$ cat config.mk
export PLATFORM = sky130hd
export DESIGN_NAME = vid_host_bridge
export DESIGN_NICKNAME = d
export VERILOG_FILES = /design/src/rtl/vhb_pkg.sv /design/src/rtl/vhb_ctrl.sv /design/src/rtl/vhb_datapath.sv /design/src/rtl/vid_host_bridge.sv
export SDC_FILE = /design/constraint.sdc
export NUM_CORES = 1
export LEC_CHECK = 0
export BUFFER_PORTS_ARGS = -buffer_cell sky130_fd_sc_hd__buf_2
export CAP_MARGIN = 20
export CORE_ASPECT_RATIO = 0.8
export CORE_MARGIN = 1
export CORE_UTILIZATION = 49
export CTS_BUF_LIST = sky130_fd_sc_hd__clkbuf_4
export DETAILED_ROUTE_END_ITERATION = 16
export GPL_TIMING_DRIVEN = 0
export HOLD_SLACK_MARGIN = 0.05
export PLACE_DENSITY_LB_ADDON = 0.15
export SLEW_MARGIN = 10
export SYNTH_ARGS = -nofsm -noshare
export SYNTH_HDL_FRONTEND = slang
export SYNTH_SLANG_ARGS = --single-unit
$ cat constraint.sdc
create_clock -name clk -period 5.5 [get_ports clk]
set_clock_uncertainty 0.2 [all_clocks]
set_input_delay 0.275 -clock clk [delete_from_list [all_inputs] [get_ports clk]]
set_output_delay 0.275 -clock clk [all_outputs]
set_load 0.005 [all_outputs]
$ cat src/rtl/vhb_pkg.sv
package vhb_pkg;

  typedef enum logic [2:0] {
    SRC_NONE = 3'd0,
    SRC_RDA  = 3'd1,
    SRC_WRA  = 3'd2,
    SRC_MEM  = 3'd3,
    SRC_CTL  = 3'd4
  } rdSrc_e;

  typedef struct packed {
    logic   ldRd;
    logic   ldWr;
    logic   ioRd;
    logic   ioWr;
    logic   palSel;
    logic   palData;
    logic   rdAny;
    rdSrc_e rdSrc;
  } strobes_t;

endpackage

$ cat src/rtl/vhb_ctrl.sv
module vhb_ctrl
  import vhb_pkg::*;
#(
  parameter int OFF_W = 3
) (
  input  logic             clk,
  input  logic             rstN,
  input  logic [OFF_W-1:0] busAddr,
  input  logic             busWr,
  input  logic             busRd,
  output strobes_t         stb
);

  localparam logic [OFF_W-1:0] OFF_RDA = OFF_W'(0);
  localparam logic [OFF_W-1:0] OFF_WRA = OFF_W'(1);
  localparam logic [OFF_W-1:0] OFF_IO  = OFF_W'(2);
  localparam logic [OFF_W-1:0] OFF_PSL = OFF_W'(3);
  localparam logic [OFF_W-1:0] OFF_PDT = OFF_W'(4);
  localparam logic [OFF_W-1:0] OFF_CTL = OFF_W'(5);

  always_comb begin
    stb         = '0;
    stb.rdSrc   = SRC_NONE;
    stb.ldRd    = busWr && (busAddr == OFF_RDA);
    stb.ldWr    = busWr && (busAddr == OFF_WRA);
    stb.ioWr    = busWr && (busAddr == OFF_IO);
    stb.palSel  = busWr && (busAddr == OFF_PSL);
    stb.palData = busWr && (busAddr == OFF_PDT);
    stb.ioRd    = busRd && (busAddr == OFF_IO);
    stb.rdAny   = busRd;
    if (busRd) begin
      case (busAddr)
        OFF_RDA: stb.rdSrc = SRC_RDA;
        OFF_WRA: stb.rdSrc = SRC_WRA;
        OFF_IO:  stb.rdSrc = SRC_MEM;
        OFF_CTL: stb.rdSrc = SRC_CTL;
        default: stb.rdSrc = SRC_NONE;
      endcase
    end
  end


  write_strobes_exclusive_chk: assert property (@(posedge clk) disable iff (!rstN)
    $onehot0({stb.ldRd, stb.ldWr, stb.ioWr, stb.palSel, stb.palData}));


  pal_needs_write_chk: assert property (@(posedge clk) disable iff (!rstN)
    (stb.palSel || stb.palData) |-> busWr);

endmodule

$ cat src/rtl/vhb_datapath.sv
module vhb_datapath
  import vhb_pkg::*;
#(
  parameter int ADDR_W     = 15,
  parameter int DATA_W     = 32,
  parameter int WORD_LIMIT = 32000
) (
  input  logic              clk,
  input  logic              rstN,
  input  strobes_t          stb,
  input  logic [DATA_W-1:0] busWdata,
  input  logic [DATA_W-1:0] ctlStatus,
  input  logic [DATA_W-1:0] memRdData,
  output logic [DATA_W-1:0] busRdata,
  output logic [ADDR_W-1:0] rdLatch,
  output logic [ADDR_W-1:0] wrLatch
);

  localparam logic [ADDR_W-1:0] LAST_WORD = ADDR_W'(WORD_LIMIT - 1);

  logic [DATA_W-1:0] holdQ;
  rdSrc_e            srcQ;

  function automatic logic [ADDR_W-1:0] stepAddr(input logic [ADDR_W-1:0] a);
    return (a == LAST_WORD) ? '0 : a + ADDR_W'(1);
  endfunction

  always_ff @(posedge clk) begin
    if (!rstN) begin
      rdLatch <= '0;
      wrLatch <= '0;
    end else begin
      if (stb.ldRd)      rdLatch <= busWdata[ADDR_W-1:0];
      else if (stb.ioRd) rdLatch <= stepAddr(rdLatch);
      if (stb.ldWr)      wrLatch <= busWdata[ADDR_W-1:0];
      else if (stb.ioWr) wrLatch <= stepAddr(wrLatch);
    end
  end

  always_ff @(posedge clk) begin
    if (!rstN) begin
      srcQ  <= SRC_NONE;
      holdQ <= '0;
    end else begin
      srcQ <= stb.rdSrc;
      case (stb.rdSrc)
        SRC_RDA: holdQ <= DATA_W'(rdLatch);
        SRC_WRA: holdQ <= DATA_W'(wrLatch);
        SRC_CTL: holdQ <= ctlStatus;
        default: holdQ <= '0;
      endcase
    end
  end

  assign busRdata = (srcQ == SRC_MEM) ? memRdData : holdQ;


  rd_latch_advances_chk: assert property (@(posedge clk) disable iff (!rstN)
    (stb.ioRd && !stb.ldRd) |=> (rdLatch != $past(rdLatch)));


  rd_latch_kept_on_write_chk: assert property (@(posedge clk) disable iff (!rstN)
    (stb.ioWr && !stb.ioRd && !stb.ldRd) |=> $stable(rdLatch));


  wr_latch_kept_on_read_chk: assert property (@(posedge clk) disable iff (!rstN)
    (stb.ioRd && !stb.ioWr && !stb.ldWr) |=> $stable(wrLatch));


  wr_latch_wrap_chk: assert property (@(posedge clk) disable iff (!rstN)
    (stb.ioWr && !stb.ldWr && wrLatch == LAST_WORD) |=> (wrLatch == '0));


  idle_read_zero_chk: assert property (@(posedge clk) disable iff (!rstN)
    !stb.rdAny |=> (busRdata == '0));

endmodule

$ cat src/rtl/vid_host_bridge.sv
module vid_host_bridge
  import vhb_pkg::*;
#(
  parameter int OFF_W      = 3,
  parameter int ADDR_W     = 15,
  parameter int DATA_W     = 32,
  parameter int WORD_LIMIT = 32000
) (
  input  logic              clk,
  input  logic              rstN,
  input  logic [OFF_W-1:0]  busAddr,
  input  logic              busWr,
  input  logic              busRd,
  input  logic [DATA_W-1:0] busWdata,
  output logic [DATA_W-1:0] busRdata,
  output logic              memRdEn,
  output logic [ADDR_W-1:0] memRdAddr,
  input  logic [DATA_W-1:0] memRdData,
  output logic              memWrEn,
  output logic [ADDR_W-1:0] memWrAddr,
  output logic [DATA_W-1:0] memWrData,
  output logic              palSelWr,
  output logic              palDataWr,
  output logic [DATA_W-1:0] palWrData,
  input  logic [DATA_W-1:0] ctlStatus
);

  strobes_t          stb;
  logic [ADDR_W-1:0] rdLatch;
  logic [ADDR_W-1:0] wrLatch;

  vhb_ctrl #(.OFF_W(OFF_W)) uCtrl (
    .clk     (clk),
    .rstN    (rstN),
    .busAddr (busAddr),
    .busWr   (busWr),
    .busRd   (busRd),
    .stb     (stb)
  );

  vhb_datapath #(
    .ADDR_W     (ADDR_W),
    .DATA_W     (DATA_W),
    .WORD_LIMIT (WORD_LIMIT)
  ) uData (
    .clk       (clk),
    .rstN      (rstN),
    .stb       (stb),
    .busWdata  (busWdata),
    .ctlStatus (ctlStatus),
    .memRdData (memRdData),
    .busRdata  (busRdata),
    .rdLatch   (rdLatch),
    .wrLatch   (wrLatch)
  );

  assign memRdEn   = stb.ioRd;
  assign memRdAddr = rdLatch;
  assign memWrEn   = stb.ioWr;
  assign memWrAddr = wrLatch;
  assign memWrData = busWdata;
  assign palSelWr  = stb.palSel;
  assign palDataWr = stb.palData;
  assign palWrData = busWdata;


  mem_write_follows_bus_chk: assert property (@(posedge clk) disable iff (!rstN)
    memWrEn |-> (busWr && memWrData == busWdata));


  mem_read_needs_strobe_chk: assert property (@(posedge clk) disable iff (!rstN)
    memRdEn |-> busRd);


  mem_read_data_passed_chk: assert property (@(posedge clk) disable iff (!rstN)
    memRdEn |=> (busRdata == memRdData));


  reset_quiet_chk: assert property (@(posedge clk)
    !rstN |=> (busRdata == '0));

endmodule

# Yosys cells after proc, flatten, opt, wreduce, memory -nomap -nowiden
# Cells that the tools add are included.
# classes
eq_ne	11
n_addsub	2
muxes	10
n_reduce_logical	9
# ops
op	count
32-bit one-hot mux with 3 select lines	1
15-bit 2-to-1 mux	6
32-bit 2-to-1 mux	1
15-bit by 1-bit adder with 15-bit output (second input constant)	2
15-bit equality test (second input constant)	2
3-bit by 2-bit equality test with 1-bit output (second input constant)	4
3-bit one-hot mux with 4 select lines	1
3-bit equality test (second input constant)	3
3-bit by 1-bit equality test with 1-bit output (second input constant)	2
1-bit logical AND	6
2-bit nonzero test	2
3-bit logical NOT	1
3-bit 2-to-1 mux	1
# word_totals
reg_bits	65
elab_cells	36

# Logic depth before layout (Yosys ltp)
# logic_depth
ltp_word	5
ltp_mapped	8
depth_no_buf	6

# Modules after synthesis
# From an unflattened synthesis, not the netlist that was laid out.
# hier_totals
hier_cells	464
area_unflattened_um2	3973.8
# by_module_without_submodules
module	area_each_um2	n_inst	seq_area_each_um2	cells_per_inst
vhb_datapath	3400.8	1	1301.2	383
vid_host_bridge	480.5	1	0.0	64
vhb_ctrl	92.6	1	0.0	17

# Least setup slack after synthesis
# OpenSTA, ideal clock, no wires.
# synth_path
path_type	reg2reg
startpoint	register uData.wrLatch[0]
endpoint	register uData.wrLatch[12]
required_time_ps	5226
stages_incl_launch_ff	7
path_buffers	0
period_less_slack_ps	2133
setup_slack_ps	3367
arrival_time_ps	1858
cell_sequence	dfxtp_1 ha_1 nand4_2 or4_1 or3_1 a21o_1 a31oi_1
# synth_via
elab_chain_cells	4
# synth_lines
element	line_no	rtl
from (decl)	vhb_datapath.sv:16	output logic [ADDR_W-1:0] wrLatch
from (signal assigned)	vhb_datapath.sv:35	if (stb.ldWr) wrLatch <= busWdata[ADDR_W-1:0];
from (signal assigned)	vhb_datapath.sv:36	else if (stb.ioWr) wrLatch <= stepAddr(wrLatch);
15-bit by 1-bit adder with 15-bit output / 15-bit equality test (equally long branches)	vhb_datapath.sv:25	return (a == LAST_WORD) ? '0 : a + ADDR_W'(1);
15-bit 2-to-1 mux (*)	vhb_datapath.sv:25	
15-bit 2-to-1 mux (*)	vhb_datapath.sv:36	
15-bit 2-to-1 mux (*)	vhb_datapath.sv:35	
# Every way passes the cells marked *; elsewhere a longest branch is shown, timed or not. The select of a mux whose other input is x is not followed.
# A chain may end at the register's enable or synchronous reset.

# Final worst setup path
# layout_path
startpoint	register uData.srcQ[2]
endpoint	output busRdata[24]
# layout_via
elab_chain_cells	2
# layout_lines
element	line_no	rtl
from (decl)	vhb_datapath.sv:22	rdSrc_e srcQ;
from (signal assigned)	vhb_datapath.sv:45	srcQ <= stb.rdSrc;
3-bit by 2-bit equality test with 1-bit output	vhb_datapath.sv:55	assign busRdata = (srcQ == SRC_MEM) ? memRdData : holdQ;
32-bit 2-to-1 mux	vhb_datapath.sv:55	
to (decl)	vid_host_bridge.sv:15	output logic [DATA_W-1:0] busRdata,
# No other way between the ends.

==> impl_metrics.py <==
metrics = {
    "status": {
        "status": "finished, final reports clean",
    },
    "synthesis": {
        "synth_nets": 556,
        "post_synth_num_cell_types": 58,
        "edff_count_synth": 0,
        "post-synth-top-count-cell": "sky130_fd_sc_hd__dfxtp_1",
        "synthesis.instances": 451,
        "synth_warnings": 0,
        "synth_largest_type_area_fraction_pct": 33.5,
        "synth_common_cells": "sky130_fd_sc_hd__dfxtp_1 (65), sky130_fd_sc_hd__buf_4 (64), sky130_fd_sc_hd__mux2_2 (32)",
        "synth-async-reset-ratio_pct": 0,
        "postSynthRegisterBits": 65,
        "synth_seq_area_share_pct": 33.5,
        "syn_area_per_cell_um2": 8.61,
        "synth_top_cell_by_area": "sky130_fd_sc_hd__dfxtp_1",
        "post_synth_instance_area_um2": 3880,
        "synth.area.top_cells": "sky130_fd_sc_hd__dfxtp_1 (34%), sky130_fd_sc_hd__buf_4 (12%), sky130_fd_sc_hd__mux2_2 (9.3%), sky130_fd_sc_hd__a222oi_1 (4.1%), sky130_fd_sc_hd__and3_1 (3.7%)",
        "dominantRegCellSynth": "sky130_fd_sc_hd__dfxtp_1",
    },
    "sta": {
        "finalSetupViolations": 0,
        "max_slew_margin_pct": 42.0,
        "setup-tns-final_ps": 0,
        "period_minus_slack_ps": 2480,
        "number_of_hold_slack_violations_in_the_final_timing_report": 0,
        "fraction_of_the_cycle_the_final_worst_path_needs_pct": 45.1,
        "report.final.slew_viol_count": 0,
        "timing.fmax_ghz": 0.403,
        "max_slew.worst_pin.slew_ps": 857,
        "unrepaired_setup_endpoints_after_global_routing": "false",
    },
    "floorplanning": {
        "floorplan.die.width_um": 102,
        "die_area_um2": 8290,
        "boundaryPins": 233,
        "core_area_um2": 7530,
        "initial_core_util_pct": 51.6,
        "floorplan_die_height_um": 81.6,
        "floorplan.rows": 28,
    },
    "final_layout": {
        "drive_gt1_share_pct": 46.2,
        "layout-area-overhead-vs-synth_pct": 47.1,
        "n_fill_cell": 584,
        "multi_input_area_um2": 1960,
        "finalNetCount": 828,
        "antenna_cells": 0,
        "layout.area.seq_um2": 1300,
    },
    "setup_path": {
        "crit_path_max_incr_delay_ps": 500,
        "rrSetupSlack_ps": 3070,
        "cp_top_family": "buffers and inverters",
        "crit_cells": 4,
        "slowest_stage_cell_on_the_critical_path": "sky130_fd_sc_hd__buf_1",
        "timing.critical_path.to_type": "output pin",
        "cp-start-kind": "flop",
        "worst_ep_arrival_time_ps": 2010,
        "crit_type": "reg2out",
        "crit_fanout": 10,
        "cp_cell_sequence": "nand3b_1, buf_1, mux2_2, buf_2",
        "regToRegEndpoint": "uData.rdLatch[1]",
        "crit-reg2reg-launch": "uData.rdLatch[0]",
        "worstSetupStartpoint": "uData.srcQ[2]",
        "crit_buf_inv": 2,
        "required_ps": 5030,
        "endpoint": "busRdata[24]",
        "reg2reg_depth": 6,
    },
    "detailed_routing": {
        "detail_route.wirelength.met1_mm": 5.37,
        "route.detailed.vias_per_inst": 5.55,
        "met2WireLength_mm": 6.35,
        "met3_length_mm": 1.55,
        "finalWirelength_mm": 13.5,
        "dr.max_layer_used": "met4",
        "antenna_violating_nets_remaining": 0,
        "detail_route.drc_violations": 0,
        "per_cell_routed_wire_length_um": 16.2,
        "first_iter_violations": 446,
        "via_count": 4616,
        "drt_pass1_iterations": 6,
    },
    "pwr": {
        "static-leakage-power_nw": 2.76,
        "powerDensity_nw_per_um2": 185,
        "total_power_w": 0.00106,
        "worst_ir_drop_vdd_mv": 0.111,
    },
    "cts": {
        "clkLatencyLatePin_ps": 410,
        "cts-buffers-inserted": 9,
        "root_buffer": "sky130_fd_sc_hd__clkbuf_4",
        "clock_path_buffers": 2,
        "clock_tree_from_tritoncts": "done",
        "clock-sinks": 65,
        "ctsHtreeMaxLevel": 3,
        "post_cts_resize_count": 0,
        "clk_transition_reported_paths_ps": 110,
    },
    "global_routing": {
        "grt_total_ovfl": 0,
        "grt_util_all_layers_pct": 31.5,
        "grt_pass1_vias": 4056,
        "grt_antenna_before_repair": 0,
        "grt_max_degree": 12,
        "grt_pass1_wl_mm": 19.8,
    },
    "place": {
        "buffer_ports.inserted": 213,
        "detailedPlacementHpwl_mm": 9.71,
        "place.gp.congestion": 0.890,
    },
    "hold_path": {
        "hold_path_class": "in2reg",
    },
    "flow_run": {
        "drv.max_cap_violation_count": 0,
    },
}
-- timing repair --
item / CTS / global route
hold endpoints to repair: 55 / 0
hold buffers: 48 / 0
setup buffers: 0 / 0
-- worst reg2reg max path: stages, from the launching register on --
cell                       delay [ps]
sky130_fd_sc_hd__dfxtp_1          450
sky130_fd_sc_hd__ha_1             220
sky130_fd_sc_hd__nand2_1          230
sky130_fd_sc_hd__nor4_1           500
sky130_fd_sc_hd__a21boi_0         290
sky130_fd_sc_hd__a222oi_1         350
sky130_fd_sc_hd__nor2_1            70
-- layout make-up --
type	count	area share (%)
Clock buffer	9	1.18
Buffer	92	10.5
Sequential cell	65	22.8
Timing Repair Buffer	261	27.1
Multi-Input combinational cell	288	34.3
Clock inverter	6	1.47
Inverter	6	0.394
Tap cell	105	2.30
-- worst min path at each step --
stage / from / to / slack, ps / cells after the start
final: busWdata[11] / uData.wrLatch[11] / 80 / 3
after global routing: busWdata[11] / uData.wrLatch[11] / 70 / 3
after CTS: busAddr[2] / uData.srcQ[1] / 70 / 2
after detailed placement: ctlStatus[24] / uData.holdQ[24] / 300 / 2
after global placement: ctlStatus[30] / uData.holdQ[30] / 300 / 2
after floorplan: busWdata[3] / uData.rdLatch[3] / 210 / 2
-- logic make-up (layout without fill, tap and decap cells) --
logic type | count (synthesis) | after routing | synth area share, %
simple gates | 153 | 153 | 21.9
buf+inv | 98 | 374 | 16.0
compound gates | 89 | 89 | 15.9
flops | 65 | 65 | 33.5
mux | 34 | 34 | 9.79
xor+xnor | 10 | 10 | 2.26
fa+ha+maj | 2 | 2 | 0.644
-- power by group --
part           total [W]  internal, W  switching [W]
combinational   0.000204     0.000118      0.0000866
clock           0.000356     0.000179       0.000176
sequential      0.000499     0.000481      0.0000182
total            0.00106     0.000778       0.000281
-- state kept, by name, summed over array words and instances (netlist names) --
name,flops
uData.wrLatch,15
uData.srcQ,3
uData.rdLatch,15
uData.holdQ,32
-- routing by layer --
metal  GRT usage, %  vias up
li1               -     2139
met1           40.1     2097
met2           53.4      357
met3           6.47       23
met4           10.3        0
met5              0        -
-- placed cells by master, fill, tap and decap left out, types with 16 or more instances in the layout --
cell type / Yosys / final
sky130_fd_sc_hd__and3_1: 23 / 23
sky130_fd_sc_hd__nor2_1: 30 / 30
sky130_fd_sc_hd__dfxtp_1: 65 / 65
sky130_fd_sc_hd__dlygate4sd3_1: 0 / 48
sky130_fd_sc_hd__buf_2: 4 / 217
sky130_fd_sc_hd__clkbuf_1: 20 / 20
sky130_fd_sc_hd__nand2_1: 24 / 24
sky130_fd_sc_hd__a21oi_1: 22 / 22
sky130_fd_sc_hd__a222oi_1: 16 / 16
sky130_fd_sc_hd__mux2_2: 32 / 32
sky130_fd_sc_hd__buf_4: 64 / 64
-- through the flow --
step / hold slack [ps] / utilization [%] / instances / area [um2] / worst slack [ps]
after floorplan: 207 / - / 451 / 3880 / 3370
after global placement: 298 / 67.5 / 769 / 5080 / 3070
after detailed placement: 304 / 67.5 / 769 / 5080 / 3040
after CTS: 66.1 / 75.8 / 832 / 5710 / 3040
after global routing: 72.5 / 75.8 / 832 / 5710 / 2920
final: 80.1 / 75.8 / 832 / 5710 / 3020
(Power assumes the default switching activity.)
